--- src/rtl/dlw_pkg.sv ---
package dlw_pkg;

  typedef enum logic [2:0] {
    ST_IDLE   = 3'd0,
    ST_AUX_LO = 3'd1,
    ST_AUX_HI = 3'd2,
    ST_PIX    = 3'd3,
    ST_LINK   = 3'd4,
    ST_EMIT   = 3'd5
  } dlw_state_e;

  typedef enum logic [1:0] {
    REC_PLAIN = 2'd0,
    REC_CTRL  = 2'd1,
    REC_PAL   = 2'd2
  } dlw_rec_e;

  typedef struct packed {
    logic [3:0] color;
    logic       graphic;
    logic [2:0] pixel;
    logic [6:0] octet;
  } dlw_cursor_t;

  // cursor settings live in the low 15 bits of a control record
  function automatic dlw_cursor_t dlw_unpack_cursor(input logic [14:0] rec);
    dlw_cursor_t c;
    c.color   = rec[3:0];
    c.graphic = rec[4];
    c.pixel   = rec[7:5];
    c.octet   = rec[14:8];
    return c;
  endfunction

endpackage

--- src/rtl/dlw_rst_sync.sv ---
module dlw_rst_sync (
  input  logic clk,
  input  logic rst_n,
  output logic rst_sync_n
);

  logic [1:0] sync_q;

  always_ff @(posedge clk or negedge rst_n) begin
    if (!rst_n) sync_q <= 2'b00;
    else        sync_q <= {sync_q[0], 1'b1};
  end

  assign rst_sync_n = sync_q[1];

endmodule

--- src/rtl/dlw_link_decode.sv ---
module dlw_link_decode
  import dlw_pkg::*;
#(
  parameter int ADDR_W = 16
) (
  input  logic [ADDR_W-1:0] link,
  output logic [ADDR_W-1:0] next_ptr,
  output dlw_rec_e          next_kind,
  output logic              cursor_flip
);

  localparam logic [ADDR_W-1:0] EXT_SKIP = ADDR_W'(4);

  always_comb begin
    cursor_flip = link[0];
    if (link[1]) begin
      next_ptr  = {link[ADDR_W-1:3], 3'b000} + EXT_SKIP;
      next_kind = link[2] ? REC_PAL : REC_CTRL;
    end else begin
      next_ptr  = {link[ADDR_W-1:2], 2'b00};
      next_kind = REC_PLAIN;
    end
  end

endmodule

--- src/rtl/dlw_cursor_track.sv ---
module dlw_cursor_track
  import dlw_pkg::*;
#(
  parameter int AUX_W = 32
) (
  input  logic             clk,
  input  logic             rst_n,
  input  logic             clr,
  input  logic             commit,
  input  logic             flip,
  input  dlw_rec_e         kind,
  input  logic [AUX_W-1:0] aux,
  output logic             line_flag,
  output dlw_cursor_t      line_cursor
);

  logic        flag_q, flag_d, flag_en;
  dlw_cursor_t cur_q, cur_d;
  logic        cur_en;

  // values the current line presents
  always_comb begin
    line_flag   = flag_q ^ flip;
    line_cursor = (kind == REC_CTRL) ? dlw_unpack_cursor(aux[14:0]) : cur_q;
  end

  // next-state
  always_comb begin
    flag_en = 1'b0;
    flag_d  = flag_q;
    cur_en  = 1'b0;
    cur_d   = cur_q;
    if (clr) begin
      flag_en = 1'b1;
      flag_d  = 1'b0;
      cur_en  = 1'b1;
      cur_d   = '0;
    end else if (commit) begin
      flag_en = 1'b1;
      flag_d  = line_flag;
      cur_en  = 1'b1;
      cur_d   = line_cursor;
    end
  end

  always_ff @(posedge clk or negedge rst_n) begin
    if (!rst_n) begin
      flag_q <= 1'b0;
      cur_q  <= '0;
    end else begin
      if (flag_en) flag_q <= flag_d;
      if (cur_en)  cur_q  <= cur_d;
    end
  end

endmodule

--- src/rtl/dlw_fetch_seq.sv ---
module dlw_fetch_seq
  import dlw_pkg::*;
#(
  parameter int              ADDR_W    = 16,
  parameter int              DATA_W    = 16,
  parameter int              NUM_LINES = 306,
  parameter int              LINE_W    = 9,
  parameter logic [ADDR_W-1:0] START_PTR = 16'h00B8
) (
  input  logic                clk,
  input  logic                rst_n,
  input  logic                frame_start,
  output logic                mem_req,
  output logic [ADDR_W-1:0]   mem_addr,
  input  logic                mem_ack,
  input  logic [DATA_W-1:0]   mem_rdata,
  input  logic                accept,
  input  logic [ADDR_W-1:0]   next_ptr,
  input  dlw_rec_e            next_kind,
  output logic                emit,
  output dlw_rec_e            cur_kind,
  output logic [DATA_W-1:0]   pix_word,
  output logic [DATA_W-1:0]   link_word,
  output logic [2*DATA_W-1:0] aux_word,
  output logic [LINE_W-1:0]   line_idx
);

  localparam logic [ADDR_W-1:0] STEP2     = ADDR_W'(2);
  localparam logic [ADDR_W-1:0] STEP4     = ADDR_W'(4);
  localparam logic [LINE_W-1:0] LAST_LINE = LINE_W'(NUM_LINES - 1);

  dlw_state_e          state_q, state_d;
  logic [ADDR_W-1:0]   ptr_q, ptr_d;
  dlw_rec_e            kind_q, kind_d;
  logic [LINE_W-1:0]   line_q, line_d;
  logic [DATA_W-1:0]   lo_q, hi_q, pix_q, link_q;
  logic                ptr_en, kind_en, line_en;
  logic                lo_en, hi_en, pix_en, link_en;

  // request port
  always_comb begin
    mem_req = (state_q == ST_AUX_LO) || (state_q == ST_AUX_HI) ||
              (state_q == ST_PIX)    || (state_q == ST_LINK);
    unique case (state_q)
      ST_AUX_LO: mem_addr = ptr_q - STEP4;
      ST_AUX_HI: mem_addr = ptr_q - STEP2;
      ST_LINK:   mem_addr = ptr_q + STEP2;
      default:   mem_addr = ptr_q;
    endcase
  end

  // next-state
  always_comb begin
    state_d = state_q;
    ptr_d   = ptr_q;
    kind_d  = kind_q;
    line_d  = line_q;
    ptr_en  = 1'b0;
    kind_en = 1'b0;
    line_en = 1'b0;
    lo_en   = 1'b0;
    hi_en   = 1'b0;
    pix_en  = 1'b0;
    link_en = 1'b0;
    if (frame_start) begin
      state_d = ST_PIX;
      ptr_d   = START_PTR;
      kind_d  = REC_PLAIN;
      line_d  = '0;
      ptr_en  = 1'b1;
      kind_en = 1'b1;
      line_en = 1'b1;
    end else begin
      unique case (state_q)
        ST_AUX_LO: if (mem_ack) begin
          lo_en   = 1'b1;
          state_d = ST_AUX_HI;
        end
        ST_AUX_HI: if (mem_ack) begin
          hi_en   = 1'b1;
          state_d = ST_PIX;
        end
        ST_PIX: if (mem_ack) begin
          pix_en  = 1'b1;
          state_d = ST_LINK;
        end
        ST_LINK: if (mem_ack) begin
          link_en = 1'b1;
          state_d = ST_EMIT;
        end
        ST_EMIT: if (accept) begin
          ptr_en  = 1'b1;
          ptr_d   = next_ptr;
          kind_en = 1'b1;
          kind_d  = next_kind;
          if (line_q == LAST_LINE) begin
            state_d = ST_IDLE;
          end else begin
            line_en = 1'b1;
            line_d  = line_q + LINE_W'(1);
            state_d = (next_kind == REC_PLAIN) ? ST_PIX : ST_AUX_LO;
          end
        end
        default: state_d = ST_IDLE;
      endcase
    end
  end

  // registers
  always_ff @(posedge clk or negedge rst_n) begin
    if (!rst_n) begin
      state_q <= ST_IDLE;
      ptr_q   <= '0;
      kind_q  <= REC_PLAIN;
      line_q  <= '0;
      lo_q    <= '0;
      hi_q    <= '0;
      pix_q   <= '0;
      link_q  <= '0;
    end else begin
      state_q <= state_d;
      if (ptr_en)  ptr_q  <= ptr_d;
      if (kind_en) kind_q <= kind_d;
      if (line_en) line_q <= line_d;
      if (lo_en)   lo_q   <= mem_rdata;
      if (hi_en)   hi_q   <= mem_rdata;
      if (pix_en)  pix_q  <= mem_rdata;
      if (link_en) link_q <= mem_rdata;
    end
  end

  assign emit      = (state_q == ST_EMIT);
  assign cur_kind  = kind_q;
  assign pix_word  = pix_q;
  assign link_word = link_q;
  assign aux_word  = {hi_q, lo_q};
  assign line_idx  = line_q;

endmodule

--- src/rtl/dlist_walker.sv ---
module dlist_walker
  import dlw_pkg::*;
#(
  parameter int                ADDR_W    = 16,
  parameter int                DATA_W    = 16,
  parameter int                NUM_LINES = 306,
  parameter logic [ADDR_W-1:0] START_PTR = 16'h00B8
) (
  input  logic        clk,
  input  logic        rst_n,
  input  logic        frame_start,
  output logic        mem_req,
  output logic [15:0] mem_addr,
  input  logic        mem_ack,
  input  logic [15:0] mem_rdata,
  output logic        dl_valid,
  input  logic        dl_ready,
  output logic [8:0]  dl_line,
  output logic [15:0] dl_pix_addr,
  output logic        dl_cursor,
  output logic [1:0]  dl_kind,
  output logic [31:0] dl_aux,
  output logic [3:0]  dl_cur_color,
  output logic        dl_cur_graphic,
  output logic [2:0]  dl_cur_pixel,
  output logic [6:0]  dl_cur_octet
);

  localparam int LINE_W = $clog2(NUM_LINES);
  localparam int AUX_W  = 2 * DATA_W;

  logic                rst_sync_n;
  logic                emit, accept, flip;
  dlw_rec_e            cur_kind, next_kind;
  logic [ADDR_W-1:0]   next_ptr, addr_w;
  logic [DATA_W-1:0]   pix_word, link_word;
  logic [AUX_W-1:0]    aux_word;
  logic [LINE_W-1:0]   line_idx;
  logic                line_flag;
  dlw_cursor_t         line_cursor;

  dlw_rst_sync u_rst (
    .clk        (clk),
    .rst_n      (rst_n),
    .rst_sync_n (rst_sync_n)
  );

  assign accept = emit & dl_ready;

  dlw_fetch_seq #(
    .ADDR_W    (ADDR_W),
    .DATA_W    (DATA_W),
    .NUM_LINES (NUM_LINES),
    .LINE_W    (LINE_W),
    .START_PTR (START_PTR)
  ) u_fetch (
    .clk         (clk),
    .rst_n       (rst_sync_n),
    .frame_start (frame_start),
    .mem_req     (mem_req),
    .mem_addr    (addr_w),
    .mem_ack     (mem_ack),
    .mem_rdata   (mem_rdata),
    .accept      (accept),
    .next_ptr    (next_ptr),
    .next_kind   (next_kind),
    .emit        (emit),
    .cur_kind    (cur_kind),
    .pix_word    (pix_word),
    .link_word   (link_word),
    .aux_word    (aux_word),
    .line_idx    (line_idx)
  );

  dlw_link_decode #(
    .ADDR_W (ADDR_W)
  ) u_link (
    .link        (link_word),
    .next_ptr    (next_ptr),
    .next_kind   (next_kind),
    .cursor_flip (flip)
  );

  dlw_cursor_track #(
    .AUX_W (AUX_W)
  ) u_cursor (
    .clk         (clk),
    .rst_n       (rst_sync_n),
    .clr         (frame_start),
    .commit      (accept),
    .flip        (flip),
    .kind        (cur_kind),
    .aux         (aux_word),
    .line_flag   (line_flag),
    .line_cursor (line_cursor)
  );

  assign mem_addr       = addr_w;
  assign dl_valid       = emit;
  assign dl_line        = line_idx;
  assign dl_pix_addr    = pix_word;
  assign dl_cursor      = line_flag;
  assign dl_kind        = cur_kind;
  assign dl_aux         = (cur_kind == REC_PLAIN) ? '0 : aux_word;
  assign dl_cur_color   = line_cursor.color;
  assign dl_cur_graphic = line_cursor.graphic;
  assign dl_cur_pixel   = line_cursor.pixel;
  assign dl_cur_octet   = line_cursor.octet;

endmodule

--- config.mk ---
export PLATFORM = sky130hd
export DESIGN_NAME = dlist_walker
export DESIGN_NICKNAME = d
export VERILOG_FILES = /design/src/rtl/dlw_pkg.sv /design/src/rtl/dlw_rst_sync.sv /design/src/rtl/dlw_link_decode.sv /design/src/rtl/dlw_cursor_track.sv /design/src/rtl/dlw_fetch_seq.sv /design/src/rtl/dlist_walker.sv
export SDC_FILE = /design/constraint.sdc
export NUM_CORES = 1
export LEC_CHECK = 0
export BUFFER_PORTS_ARGS = -buffer_cell sky130_fd_sc_hd__buf_4
export CAP_MARGIN = 10
export CORE_MARGIN = 10
export CORE_UTILIZATION = 25
export DETAILED_ROUTE_END_ITERATION = 7
export GPL_ROUTABILITY_DRIVEN = 0
export PLACE_DENSITY = 0.46
export SETUP_SLACK_MARGIN = 0.3
export SLEW_MARGIN = 20
export SYNTH_ARGS = -nofsm -noshare
export SYNTH_HDL_FRONTEND = slang
export SYNTH_SLANG_ARGS = --single-unit
--- constraint.sdc ---
create_clock -name clk -period 4 [get_ports clk]
set_input_delay 1 -clock clk [delete_from_list [all_inputs] [get_ports clk]]
set_output_delay 1 -clock clk [all_outputs]
set_load 0.05 [all_outputs]
==> run_results.csv, run 1 <==
group,metric,value,unit
sta,period_share,0.9339,
critical_path,path_common_cell,"a21o_1",
sta,fin_skew,10.37,ps
global_route,gr-total-overflow,0,
job,drv_cap,0,
synthesis,syn_nets,584,
synthesis,yosysSeqAreaShare,0.4753,
synthesis,synth_mux_area_frac,0.1638,
drt,routedWlPerCell,18.09,um
finish,area_growth,33.25,%
drt,drtAntennaViolNets,0,
die,start_util,0.2550,
pwr,peakVddDrop,0.3253,mV
sta,rsz0062_at_grt,"yes",
clock_tree,cts_made_buffers,9,
sta,slew-limit-headroom,0.4731,
finish,drive_gt1_frac,0.4204,
clock_tree,cts_num_sinks,110,
clock_tree,cts-root-buf,"clkbuf_16",
global_route,grtUsageTotal,0.1171,
critical_path,start_kind,"register",
synthesis,synth_top_cell_by_area,"dfrtp_1",
hold_path,hold_path_class,"register to asynchronous set/reset pin",
critical_path,cp-end-kind,"output pin",
synthesis,synth_cells,545,
clock_tree,clock_latency,350,ps
die,die_area,29650,um2
clock_tree,cts_max_level,3,
synthesis,synth_xor_area_frac,0.02873,
synthesis,synth_common_cells,"dfrtp_1, mux2_2, nor2_1, nand2_1, nor2b_1",
clock_tree,cts_tree,"yes",
synthesis,synth_fa_ha_area_frac,0.04018,
outcome,status,"completed",
critical_path,setup.worst_path.start,"u_fetch.state_q[2]$_DFFE_PN0P_",
global_route,grt_pass1_wl,27120,um
synthesis,synth-simple-area-share,0.1758,
synthesis,synthArstFlopShare,1.000,
critical_path,crit_type,"register to output pin",
die,rows,55,
critical_path,r2r_start,"u_fetch.state_q[1]$_DFFE_PN0P_",
critical_path,path_buf_inv,4,
synthesis,synth_top_family_by_area,"simple AND/OR/NAND/NOR gates",
critical_path,cp.arrival,2740,ps
critical_path,cp_slowest_stage_delay,360,ps
critical_path,cp.required,3000,ps
critical_path,cp_slowest_cell,"dfrtp_1",
place,dp_hpwl,11970,um
sta,max_slew.worst_pin.slew,785.1,ps
pwr,p_per_area,582.3,nW/um2
synthesis,synthTopCellsByArea,"dfrtp_1, mux2_2, nor2_1, ha_1, nor2b_1",
critical_path,cp_top_family,"compound AO/OA/AOI/OAI gates",
synthesis,synth-main-ff-cell,"dfrtp_1",
pwr,p_leak,0.003561,uW
synthesis,syn_avg_cell_area,10.63,um2
global_route,grt_start_max_net_pins,50,
drt,viasPerCell,4.615,
sta,clock.fmax,267.7,MHz
die,core,22710,um2
synthesis,synth_compound_area_frac,0.08209,
place,io_buffers,112,
sta,drv_slew,0,
drt,dr.first_iter.drc_count,238,
synthesis,synth_warnings,0,
die,die_w,172.2,um
sta,setup_viol,0,
die,ios,114,
clock_tree,clock_path_buffers,2,
synthesis,synth_area,5792,um2
sta,whs,289.0,ps
synthesis,synth.top_cell.area_share,0.4753,
synthesis,ys_types,60,
synthesis,ys_ff_latch,110,
drt,dr.pass1.iters,4,
die,die_h,172.2,um
global_route,antenna_found_initial,0,
critical_path,worstPathMaxFanout,8,
finish,antenna_cells,0,
sta,period_needed,3736,ps
finish,nNetsFinal,700,
global_route,grt_pass1_vias,4700,
drt,wirelength,17210,um
pwr,power,4494,uW
sta,tns,0,ps
drt,vias,4389,
synthesis,yosysMostFrequentCell,"dfrtp_1",
synthesis,synth_edf_count,0,
clock_tree,clkTransAtPathRegs,80,ps
sta,hold_violations,0,
critical_path,path_cells,"inv_2 -> nor3_4 -> inv_4 -> buf_12 -> ha_4 -> a21o_1 -> a21o_1 -> a221oi_2 -> o211ai_1 -> o2111ai_4 -> buf_6",
drt,drc,0,
-- layout make-up --
type / instances / area [um2]
clock buffer: 11 / 242.7
clock inverter: 5 / 60.06
fill: 2308 / 14990
inverter: 8 / 32.53
multi-input combinational: 396 / 3182
sequential: 110 / 2756
tap: 285 / 356.6
timing repair buffer: 136 / 1087
-- per-layer routing --
metal / GRT usage / vias up / share of wire
met3: 0.02918 / 17 / 0.048
met1: 0.1491 / 2166 / 0.46
li1: - / 2112 / -
met5: 0 / - / 0
met2: 0.1916 / 94 / 0.48
met4: 0.03411 / 0 / 0.011
-- worst register-to-register path, delay by kind of cell (launching register included) --
family / cells / cell delay, ps
buf+inv: 2 / 560
xor+xnor: 1 / 130
simple gates: 4 / 940
flops: 1 / 410
-- cells in the final DEF, fill, tap and decap left out, types with 3 or more instances in the layout --
cell	n
nor2_1	61
xor2_1	11
a21oi_2	5
clkbuf_16	9
nor3_1	21
o211ai_1	4
nand2_1	50
a21oi_1	22
mux2_2	70
xnor2_1	6
a21oi_4	3
a21o_1	6
nand3_1	6
clkinvlp_4	4
inv_1	6
o21ai_0	4
a211oi_1	3
buf_4	127
mux2_4	10
o21ai_1	6
nor2b_1	34
ha_4	12
and2_1	3
dfrtp_1	109
nand3b_1	4
buf_6	5
ha_1	5
-- power breakdown --
| group | internal (uW) | switching, uW |
|---|---|---|
| registers | 1410 | 183 |
| clock network | 503 | 414 |
| logic | 788 | 1190 |
-- state kept, by name, indices dropped and copies added, names as in the netlist --
register / count
u_cursor.cur_q: 15
u_cursor.flag_q: 1
u_fetch.cur_kind: 2
u_fetch.hi_q: 16
u_fetch.line_idx: 9
u_fetch.link_word: 16
u_fetch.lo_q: 16
u_fetch.pix_word: 16
u_fetch.ptr_q: 14
u_fetch.state_q: 3
u_rst.sync_q: 2
-- cell families (layout without fill, tap and decap cells) --
logic type               count (synthesis)  count (layout)
AND/OR/NAND/NOR                        203             203
flip-flops                             110             110
multiplexers                            81              81
AO/OA/AOI/OAI                           73              73
buffers and inverters                   39             160
XOR/XNOR                                19              19
adder cells (fa/ha/maj)                 18              18
other                                    2               2
-- path summary, 6_finish.rpt --
check / endpoint / slack (ps) / cells past startpoint
max in group asynchronous: u_fetch.lo_q[7]$_DFFE_PN0P_ / 2820 / 1
hold / removal: u_fetch.hi_q[3]$_DFFE_PN0P_ / 290 / 0
hold reg to reg: u_fetch.hi_q[3]$_DFFE_PN0P_ / 290 / 0
setup / recovery: mem_addr[15] / 260 / 11
setup reg to reg: u_cursor.flag_q$_DFFE_PN0P_ / 1820 / 7
min in group clk: u_rst.sync_q[1]$_DFF_PN0_ / 350 / 0
-- through the flow --
step	cells	instance area (um2)	setup slack, ps	utilization
finish	951	7717	264.4	0.3398
global route	951	7717	101.6	0.3398
CTS	951	7706	240.7	0.3393
detailed placement	927	7043	230.9	0.3101
global placement	927	7043	307.9	0.3101
floorplan	545	5879	63.86	-
-- repair_timing --
action                                  CTS  global route
buffers inserted                          7             0
hold buffers                              0             0
gates resized for setup                  49             3
endpoints found under the setup margin    8             9
pin swaps                                20             4
cloned                                    1             0
Power figures use the tool's default switching activity.
==> run 2: changes to the inputs <==
--- a/config.mk
+++ b/config.mk
@@ -8,4 +8,5 @@
 export BUFFER_PORTS_ARGS = -buffer_cell sky130_fd_sc_hd__buf_4
 export CAP_MARGIN = 10
+export CORE_ASPECT_RATIO = 1.25
 export CORE_MARGIN = 10
 export CORE_UTILIZATION = 25
==> constraint.sdc (replaced) <==
create_clock -name clk -period 4 [get_ports clk]
set_input_delay 0.2 -clock clk [delete_from_list [all_inputs] [get_ports clk]]
set_output_delay 0.2 -clock clk [all_outputs]
set_load 0.05 [all_outputs]
==> run_results.csv, run 2 (synthesized netlist as in run 1, its figures left out) <==
group,metric,value,unit
outcome,status,"completed",
global_route,antenna_found_initial,0,
sta,rsz0062_at_grt,"no",
place,io_buffers,112,
sta,slew-limit-headroom,0.3073,
place,placed_cell_area,6895,um2
pwr,p_leak,0.003468,uW
sta,setup_viol,0,
sta,clock.fmax,289.8,MHz
drt,dr.pass1.iters,5,
sta,period_needed,3450,ps
finish,drive_gt1_frac,0.3628,
drt,dr.first_iter.drc_count,231,
sta,fin_skew,9.212,ps
clock_tree,cts_max_level,3,
finish,final_common_cell,"buf_4",
finish,area_growth,26.25,%
place,dp_hpwl,12020,um
critical_path,cp.arrival,3250,ps
global_route,gr-total-overflow,0,
drt,drtAntennaViolNets,0,
die,start_util,0.2531,
clock_tree,cts_num_sinks,110,
finish,antenna_cells,0,
die,ios,114,
global_route,grt_pass1_wl,26720,um
pwr,p_per_area,601.9,nW/um2
finish,nNetsFinal,690,
finish,final_cell_mix,"buf_4, dfrtp_1, mux2_2",
clock_tree,clkTransAtPathRegs,80,ps
global_route,grt_start_max_net_pins,56,
clock_tree,cts-root-buf,"clkbuf_16",
hold_path,hold_path_class,"primary input to register",
job,drv_cap,0,
critical_path,crit_type,"register to output pin",
finish,final_cell_area,7312,um2
die,die_area,29690,um2
critical_path,start_kind,"register",
clock_tree,cts_tree,"yes",
drt,drc,0,
drt,viasPerCell,4.564,
die,rows,62,
drt,wirelength,16580,um
sta,tns,0,ps
die,die_w,156.1,um
drt,routedWlPerCell,17.56,um
sta,hold_violations,0,
critical_path,cp.required,3800,ps
place,place_inst,920,
pwr,peakVddDrop,0.3212,mV
die,core,22880,um2
sta,period_share,0.8625,
finish,fin_cells,944,
global_route,grt_pass1_vias,4634,
die,die_h,190.2,um
clock_tree,cts_made_buffers,9,
global_route,grtUsageTotal,0.1128,
critical_path,worstPathMaxFanout,19,
sta,drv_slew,0,
clock_tree,clock_latency,340,ps
clock_tree,clock_path_buffers,2,
critical_path,cp-end-kind,"output pin",
drt,vias,4308,
sta,max_slew.worst_pin.slew,1039,ps
## run 2: cell types whose count changed in the layout (fill, tap and decap cells not counted), sizes merged
cell,before,now
buf,136,125
bufinv,1,2
clkbuf,11,9
clkinv,0,2
clkinvlp,4,2
dlygate4sd3,0,1
inv,8,9
## run 2: final timing paths
kind / slack [ps] / to / cells past startpoint / from
max: 550 / mem_addr[15] / 11 / u_fetch.state_q[0]$_DFFE_PN0P_
max in group asynchronous: 2690 / u_fetch.lo_q[1]$_DFFE_PN0P_ / 1 / u_rst.sync_q[1]$_DFF_PN0_
min: 130 / u_fetch.link_word[0]$_DFFE_PN0P_ / 2 / mem_rdata[0]
min in group asynchronous: 170 / u_rst.sync_q[1]$_DFF_PN0_ / 2 / rst_n
min reg2reg: 360 / u_rst.sync_q[1]$_DFF_PN0_ / 0 / u_rst.sync_q[0]$_DFF_PN0_
max reg2reg: 1710 / u_fetch.pix_word[3]$_DFFE_PN0P_ / 4 / u_fetch.state_q[2]$_DFFE_PN0P_
## run 2: critical path, stage by stage (launching register included)
cell and delay [ps]:
dfrtp_2 550, nor3_4 270, clkinvlp_4 100, buf_4 190, buf_12 140, ha_1 360, a21o_1 210, a21o_1 180
a221oi_1 380, o21bai_1 170, o2111ai_1 130, buf_4 220
## run 2: through the flow
step                      total power, uW  worst slack [ps]    util  hold slack (ps)
after floorplan                      2922             461.5       -           -95.59
after global placement               3409             568.3  0.3011           -16.62
after detailed placement             3448             449.7  0.3013           -16.81
after CTS                            4462             412.9  0.3183            115.4
after global routing                 4656             320.9  0.3195            113.4
final                                4401             549.9  0.3195            127.8
## run 2: routing by layer
layer / up-vias / routed length (um) / global-route usage
met2: 78 / 8264 / 0.1914
met5: - / 0 / 0
met4: 0 / 174 / 0.03527
li1: 2097 / - / -
met1: 2122 / 7474 / 0.1403
met3: 11 / 665 / 0.02327
## run 2: where the power goes
part | total [uW] | internal, uW | leakage (uW) | switching [uW]
Sequential | 1640 | 1410 | 0.00140 | 228
Clock | 994 | 559 | 0.000158 | 435
Combinational | 1770 | 683 | 0.00191 | 1080
## run 2: final cells by class
type                            count  area, um2
Clock inverter                      7      105.1
Multi-Input combinational cell    396       2868
Fill cell                        2347      15570
Tap cell                          288      360.3
Sequential cell                   110       2759
Inverter                            8      33.78
Clock buffer                        9      225.2
Timing Repair Buffer              126      960.9
## run 2: timing repair
action,in CTS,in global routing
pin swaps,1,0
hold buffers,1,0
hold endpoints to repair,2,0
resized for setup,3,1
setup buffers,4,3
gates cloned,0,0
setup endpoints to repair,8,4
